<file path="config.mk">
export PLATFORM = sky130hd
export DESIGN_NAME = ctx_xbar
export DESIGN_NICKNAME = d
export VERILOG_FILES = /design/src/rtl/xbar_pkg.sv /design/src/rtl/xbar_cfg_store.sv /design/src/rtl/xbar_word_pick.sv /design/src/rtl/xbar_out_mux.sv /design/src/rtl/ctx_xbar.sv
export SDC_FILE = /design/constraint.sdc
export NUM_CORES = 1
export LEC_CHECK = 0
export BUFFER_PORTS_ARGS = -buffer_cell sky130_fd_sc_hd__buf_2
export CAP_MARGIN = 20
export CELL_PAD_IN_SITES_DETAIL_PLACEMENT = 1
export CELL_PAD_IN_SITES_GLOBAL_PLACEMENT = 1
export CORE_MARGIN = 10
export CORE_UTILIZATION = 54
export DETAILED_ROUTE_END_ITERATION = 8
export PLACE_DENSITY_LB_ADDON = 0.1
export SYNTH_ARGS = -nofsm -noshare
export SYNTH_HDL_FRONTEND = slang
export SYNTH_SLANG_ARGS = --single-unit
</file>
<file path="constraint.sdc">
create_clock -name clk_i -period 5.2 [get_ports clk_i]
set_input_delay 1.04 -clock clk_i [delete_from_list [all_inputs] [get_ports clk_i]]
set_output_delay 1.04 -clock clk_i [all_outputs]
set_load 0.03 [all_outputs]
</file>
<file path="src/rtl/xbar_pkg.sv">
package xbar_pkg;
  localparam int unsigned XBAR_N_IN  = 16;
  localparam int unsigned XBAR_N_OUT = 8;
  localparam int unsigned XBAR_N_CTX = 4;

  function automatic int unsigned idx_w(input int unsigned n);
    return (n <= 1) ? 1 : $clog2(n);
  endfunction
endpackage

</file>
<file path="src/rtl/xbar_cfg_store.sv">
module xbar_cfg_store #(
  parameter int unsigned N_CTX  = 4,
  parameter int unsigned WORD_W = 32,
  localparam int unsigned CTX_W = (N_CTX <= 1) ? 1 : $clog2(N_CTX)
) (
  input  logic                    clk_i,
  input  logic                    rst_ni,
  input  logic [CTX_W-1:0]        act_ctx_i,
  input  logic                    we_i,
  input  logic                    re_i,
  input  logic [CTX_W-1:0]        addr_i,
  input  logic [WORD_W-1:0]       wdata_i,
  output logic [WORD_W-1:0]       rdata_o,
  output logic [N_CTX*WORD_W-1:0] words_o
);
  logic [WORD_W-1:0] word_q [N_CTX];
  logic              wr_ok;

  // writes to the live context are refused
  assign wr_ok = we_i && (addr_i != act_ctx_i);

  for (genvar c = 0; c < N_CTX; c++) begin : g_word
    always_ff @(posedge clk_i or negedge rst_ni) begin
      if (!rst_ni) begin
        word_q[c] <= '0;
      end else if (wr_ok && (addr_i == CTX_W'(c))) begin
        word_q[c] <= wdata_i;
      end
    end
    assign words_o[c*WORD_W +: WORD_W] = word_q[c];
  end

  always_ff @(posedge clk_i or negedge rst_ni) begin
    if (!rst_ni) begin
      rdata_o <= '0;
    end else if (re_i) begin
      rdata_o <= word_q[addr_i];
    end
  end
endmodule

</file>
<file path="src/rtl/xbar_word_pick.sv">
module xbar_word_pick #(
  parameter int unsigned N_CTX  = 4,
  parameter int unsigned WORD_W = 32,
  localparam int unsigned CTX_W = (N_CTX <= 1) ? 1 : $clog2(N_CTX)
) (
  input  logic [N_CTX*WORD_W-1:0] words_i,
  input  logic [CTX_W-1:0]        ctx_i,
  output logic [WORD_W-1:0]       word_o
);
  always_comb begin
    word_o = '0;
    for (int c = 0; c < N_CTX; c++) begin
      if (ctx_i == CTX_W'(c)) word_o = words_i[c*WORD_W +: WORD_W];
    end
  end
endmodule

</file>
<file path="src/rtl/xbar_out_mux.sv">
module xbar_out_mux #(
  parameter int unsigned N_IN   = 16,
  localparam int unsigned SEL_W = (N_IN <= 1) ? 1 : $clog2(N_IN)
) (
  input  logic [N_IN-1:0]  src_i,
  input  logic [SEL_W-1:0] sel_i,
  output logic             y_o
);
  always_comb begin
    y_o = 1'b0;
    for (int i = 0; i < N_IN; i++) begin
      if (sel_i == SEL_W'(i)) y_o = src_i[i];
    end
  end
endmodule

</file>
<file path="src/rtl/ctx_xbar.sv">
module ctx_xbar #(
  parameter int unsigned N_IN  = xbar_pkg::XBAR_N_IN,
  parameter int unsigned N_OUT = xbar_pkg::XBAR_N_OUT,
  parameter int unsigned N_CTX = xbar_pkg::XBAR_N_CTX,
  localparam int unsigned SEL_W  = xbar_pkg::idx_w(N_IN),
  localparam int unsigned CTX_W  = xbar_pkg::idx_w(N_CTX),
  localparam int unsigned WORD_W = N_OUT * SEL_W
) (
  input  logic              clk_i,
  input  logic              rst_ni,
  input  logic [CTX_W-1:0]  ctx_i,
  input  logic [N_IN-1:0]   src_i,
  output logic [N_OUT-1:0]  dst_o,
  input  logic              prog_we_i,
  input  logic              prog_re_i,
  input  logic [CTX_W-1:0]  prog_addr_i,
  input  logic [WORD_W-1:0] prog_wdata_i,
  output logic [WORD_W-1:0] prog_rdata_o
);
  logic [N_CTX*WORD_W-1:0] cfg_flat;
  logic [WORD_W-1:0]       act_word;

  xbar_cfg_store #(.N_CTX(N_CTX), .WORD_W(WORD_W)) u_store (
    .clk_i    (clk_i),
    .rst_ni   (rst_ni),
    .act_ctx_i(ctx_i),
    .we_i     (prog_we_i),
    .re_i     (prog_re_i),
    .addr_i   (prog_addr_i),
    .wdata_i  (prog_wdata_i),
    .rdata_o  (prog_rdata_o),
    .words_o  (cfg_flat)
  );

  xbar_word_pick #(.N_CTX(N_CTX), .WORD_W(WORD_W)) u_pick (
    .words_i(cfg_flat),
    .ctx_i  (ctx_i),
    .word_o (act_word)
  );

  for (genvar k = 0; k < N_OUT; k++) begin : g_out
    xbar_out_mux #(.N_IN(N_IN)) u_mux (
      .src_i(src_i),
      .sel_i(act_word[k*SEL_W +: SEL_W]),
      .y_o  (dst_o[k])
    );
  end
endmodule

</file>
---- Word-level counts from Yosys, hierarchy flattened ----
Cells that the tools add are included.
word-level totals
  output and inout port bits .............. 40
  bits in registers ....................... 160
  input port bits ......................... 56
  word-level logic and storage cells ...... 284
cells by class
  reductions and logical operators ........ 15
  order comparisons ....................... 1
  bitwise logic cells ..................... 1
  equal/unequal tests ..................... 127
  multiplexer cells ....................... 135
operators with widths
  cell                                                              count
  4-bit == test (second input constant)                             64
  32-bit 2-to-1 mux                                                 6
  4-bit by 3-bit == test with 1-bit output (second input constant)  32
  1-bit 2-to-1 mux                                                  128
  32-bit binary-select mux with 2-bit select                        1
  4-bit by 2-bit == test with 1-bit output (second input constant)  16
  4-bit by 1-bit == test with 1-bit output (second input constant)  8
  4-bit zero test                                                   8
  2-bit == test (second input constant)                             4
  1-bit logical AND                                                 5
  2-bit by 1-bit == test with 1-bit output (second input constant)  2
  2-bit zero test                                                   2
  3-bit >= comparator (second input constant)                       1
  2-bit inverter with 3-bit output                                  1
  2-bit inequality test                                             1

---- Depth between registers and ports, before layout ----
  depth after elaboration ................. 22
  gate-level depth with buffers ........... 10
  mapped depth without buffers ............ 5

---- Hierarchy ----
Synthesis repeated with hierarchy kept, for this count alone.
second synthesis, totals
  cells, all modules ...................... 659
  area, all modules ....................... 9051.2 µm²
modules (own cells, without submodules)
  module          area an instance (µm²)  seq. area each (µm²)  cells each  times used
  xbar_cfg_store  6875.3                  4003.8                492         1
  xbar_out_mux    170.2                   0.0                   16          8
  xbar_word_pick  814.5                   0.0                   39          1

---- Worst setup path before layout ----
No wires, ideal clock.
  path kind ............................... input to output
  start ................................... input port ctx_i[0]
  end ..................................... output port dst_o[6]
  path slack .............................. 1.301 ns
  data arrival time ....................... 2.859 ns
  data required time ...................... 4.160 ns
  stages on the path ...................... 8
  buffers on the path ..................... 3
  cell sequence ........................... buf_6 mux4_2 clkbuf_1 or3_1 nand4b_1 a31oi_1 or3_1 buf_4
between the ends
  longest elaborated chain between the ends .. 22
  elaborated cells between the ends (all ways) .. 40
  those cells by class .................... eq/ne: 18; mux: 20; reduce/logical: 2
ends and longest elaborated chain
  element                         RTL line              source
  from (decl)                     ctx_xbar.sv:11        input logic [CTX_W-1:0] ctx_i,
  2-bit zero test                 xbar_word_pick.sv:13  if (ctx_i == CTX_W'(c)) word_o = words_i[c*WORD_W +: WORD_W];
  32-bit 2-to-1 mux (3 in a row)  xbar_word_pick.sv:13
  32-bit 2-to-1 mux (*)           xbar_word_pick.sv:13
  4-bit zero test                 xbar_out_mux.sv:12    if (sel_i == SEL_W'(i)) y_o = src_i[i];
  1-bit 2-to-1 mux (15 in a row)  xbar_out_mux.sv:12
  1-bit 2-to-1 mux (*)            xbar_out_mux.sv:12
  to (decl)                       ctx_xbar.sv:13        output logic [N_OUT-1:0] dst_o,
Mark *: on every way between the ends. The rest lies on a longest branch, timed or not.

---- Worst setup path in the final report ----
  start ................................... input port ctx_i[0]
  end ..................................... output port dst_o[1]
Same word-level chain as after synthesis.

==> results by group <==
Synth
  – Synth cell types: between 40 and 50
  – Netlist Area Pre-Place: 8910 µm²
  – Synth Warn #: 0
  – Register area share after synthesis: between 40% and 50%
  – Post-Synthesis Cells: between 500 and 600
  – Synth Register Bits: 160
  – Net Count, Synth: 630
  – Synthesized area per cell: roughly 16 µm²

Floorplan
  – Die H: between 100 and 150 µm
  – Core ar.: between 15,000 and 20,000 µm²
  – DIE AREA: 22,000 µm²
  – Die Wd: ~150 µm
  – Ports: 96
  – Starting Density: ~56%
  – Std-Cell Rows: between 40 and 50

Clock network
  – Insertion delay to the later sink of the worst-skew pair: 0.44 ns
  – CTS tree: built
  – Setup bufs post-CTS: 0
  – CTS resizes: 0
  – CTS Buffer Depth: 2
  – Cts hold-fix bufs: 0
  – CTS buffer count: 17
  – Clock sink count: between 150 and 200
  – Clock slew at reported path FFs: roughly 0.060 ns
  – Root Buffer: clkbuf_16
  – H-tree depth: 4

Worst setup path
  – Critical path arrival: roughly 3.6 ns
  – Crit start category: input port
  – CP Capture Type: output port
  – Crit-path max FO: 16
  – Critical path class: input port to output port
  – Worst path required time: approximately 4.2 ns
  – R2r endpoint: u_store.rdata_o[18]
  – R2R depth: 2
  – Reg2reg start: u_store.words_o[114]
  – FF-to-FF setup slack: 3.89 ns

Final layout
  – ANT cells: 0
  – Fraction of layout cells with a size suffix above 1: around two fifths
  – Final #Nets: slightly above 700
  – Final Non-Filler Cells: ~880
  – Util after Layout: between 60% and 70%
  – Most frequent cells in the layout: 160 x dfrtp_1, 130 x mux2_1, 94 x buf_2
  – Area delta synth->final: 13.8%
  – Most common cell after layout, fill and taps aside: dfrtp_1

Global routing
  – Largest net degree at the start of global routing: between 70 and 80
  – Grt total ovfl: 0
  – First-pass GRT wire length: between 30,000 and 40,000 µm
  – Gr usage total: between 20% and 30%
  – Vias in the first global route: around 6,500
  – Initial antenna violation count: 0

Flow run
  – Max_cap viols: 0

Min path
  – Hold EP: u_store.rdata_o[15]
  – HP Class: flip-flop to flip-flop
  – Hold Path Depth: 1
  – Worst hold path startpoint: u_store.rdata_o[15]

Status
  – Outcome: finished, final reports clean

Timing
  – Hold Slack: about 0.50 ns
  – Tcrit/Tclk final: between 80% and 90%
  – RSZ-0062 raised after global routing: false
  – Min Tclk post-route: around 4.6 ns
  – Slew Limit Fails: 0
  – Setup Viol. Count Final: 0
  – Clk_skew: about 0.0064 ns
  – Setup TNS: 0 ns
  – Slew HR: about two fifths
  – Final Hold Vio Count: 0
  – Max Freq: 216 MHz
  – Actual slew at the worst max-slew pin: about 0.88 ns

Power
  – Total power: roughly 0.0045 W
  – VDD IR-drop max: about 0.00027 V
  – P per Cell Area: between 400 and 500 nW/µm²
  – Leak: between 4 and 5 nW

Detailed routing
  – Detailed-route wire length: approximately 25,000 µm
  – Vias: 5,755
  – Post-route DRC: 0
  – Drt wl/cell: 27.9 µm
  – Routed vias/inst: 6.51
  – Final ANT Viol Nets: 0
  – Drt pass-1 iters: 5
  – Initial drt markers: 398

Placed design
  – # port buffers: 95
  – Gp weighted congestion: about 0.78
  – Placed cells: 853
  – HPWL Detailed: between 15,000 and 20,000 µm
==> worst max-delay path: stages <==
cell and delay, ns:
buf_2 0.47, buf_12 0.27, mux4_2 0.59, mux4_2 0.45, nor2b_1 0.15, a211oi_1 0.27, a21oi_1 0.12, buf_2 0.20
==> synthesized netlist by cell type, drive strengths merged <==
| cell | instances | area share [%] |
|---|---|---|
| nand3b | 5 | 0.42 |
| or3 | 4 | 0.28 |
| dfrtp | 160 | 45 |
| clkbuf | 9 | 0.38 |
| and4 | 1 | 0.098 |
| o41ai | 1 | 0.098 |
| nor3 | 1 | 0.11 |
| mux4 | 82 | 21 |
| nand2b | 1 | 0.070 |
| o21ai | 8 | 0.45 |
| or2 | 1 | 0.070 |
| nor2b | 7 | 0.58 |
| nand4b | 2 | 0.20 |
| a211oi | 6 | 0.56 |
| nand3 | 4 | 0.22 |
| clkinv | 1 | 0.042 |
| a41o | 1 | 0.11 |
| mux2i | 30 | 3.4 |
| buf | 38 | 2.9 |
| o211ai | 5 | 0.42 |
| nor2 | 6 | 0.25 |
| a2111oi | 2 | 0.41 |
| mux2 | 164 | 21 |
| nor4b | 2 | 0.37 |
| nor4bb | 1 | 0.11 |
| nand4 | 2 | 0.14 |
| nand2 | 9 | 0.38 |
| a21oi | 9 | 0.51 |
| inv | 5 | 0.21 |
| o22ai | 2 | 0.14 |
| a31oi | 3 | 0.21 |
| o22a | 1 | 0.098 |
| a21boi | 1 | 0.084 |
==> power by group <==
group	total, W	switching (W)	internal [W]
Clock	0.00130	0.000508	0.000792
Sequential	0.00174	0.000204	0.00154
Combinational	0.00142	0.000752	0.000665
==> flip-flops by register name, indices dropped and copies added (netlist names) <==
register,cells
u_store.words_o,128
u_store.rdata_o,32
==> routing by layer <==
layer	part of all wire, %	GRT usage (%)	vias to the layer above
met3	6.5	5.58	44
li1	-	-	2420
met2	51	39.1	214
met1	40	28.2	3077
met5	0	0	-
met4	2.2	8.47	0
==> worst max path at each step <==
stage / cells after the start / slack, ns / startpoint / end
5_1_grt: 9 / 0.34 / ctx_i[0] / dst_o[1]
6_report: 8 / 0.57 / ctx_i[0] / dst_o[1]
3_5_place_dp: 9 / 0.56 / ctx_i[0] / dst_o[4]
2_1_floorplan: 8 / 1.30 / ctx_i[0] / dst_o[6]
4_1_cts: 9 / 0.54 / ctx_i[0] / dst_o[4]
3_3_place_gp: 9 / 0.67 / ctx_i[0] / dst_o[3]
==> through the flow <==
step                      area (µm²)  setup WS (ns)
after floorplan                 8910           1.30
after global placement          9530          0.673
after detailed placement        9530          0.558
after CTS                      10100          0.544
after global routing           10100          0.342
final                          10100          0.575
==> area by class of cell <==
class	count	area [µm²]
Fill cell	1506	5860
Multi-Input combinational cell	361	4610
Sequential cell	160	4000
Timing Repair Buffer	110	619
Clock buffer	23	478
Tap cell	216	270
Clock inverter	8	130
Inverter	6	22.5
==> cells by family after synthesis <==
| group | Yosys count | share of synthesized area [%] |
|---|---|---|
| multiplexers | 276 | 45.1 |
| flip-flops | 160 | 45.0 |
| buffers and inverters | 53 | 3.55 |
| AND/OR/NAND/NOR | 46 | 3.30 |
| AO/OA/AOI/OAI | 39 | 3.09 |
Note: power is estimated with default switching activity, not from simulation.
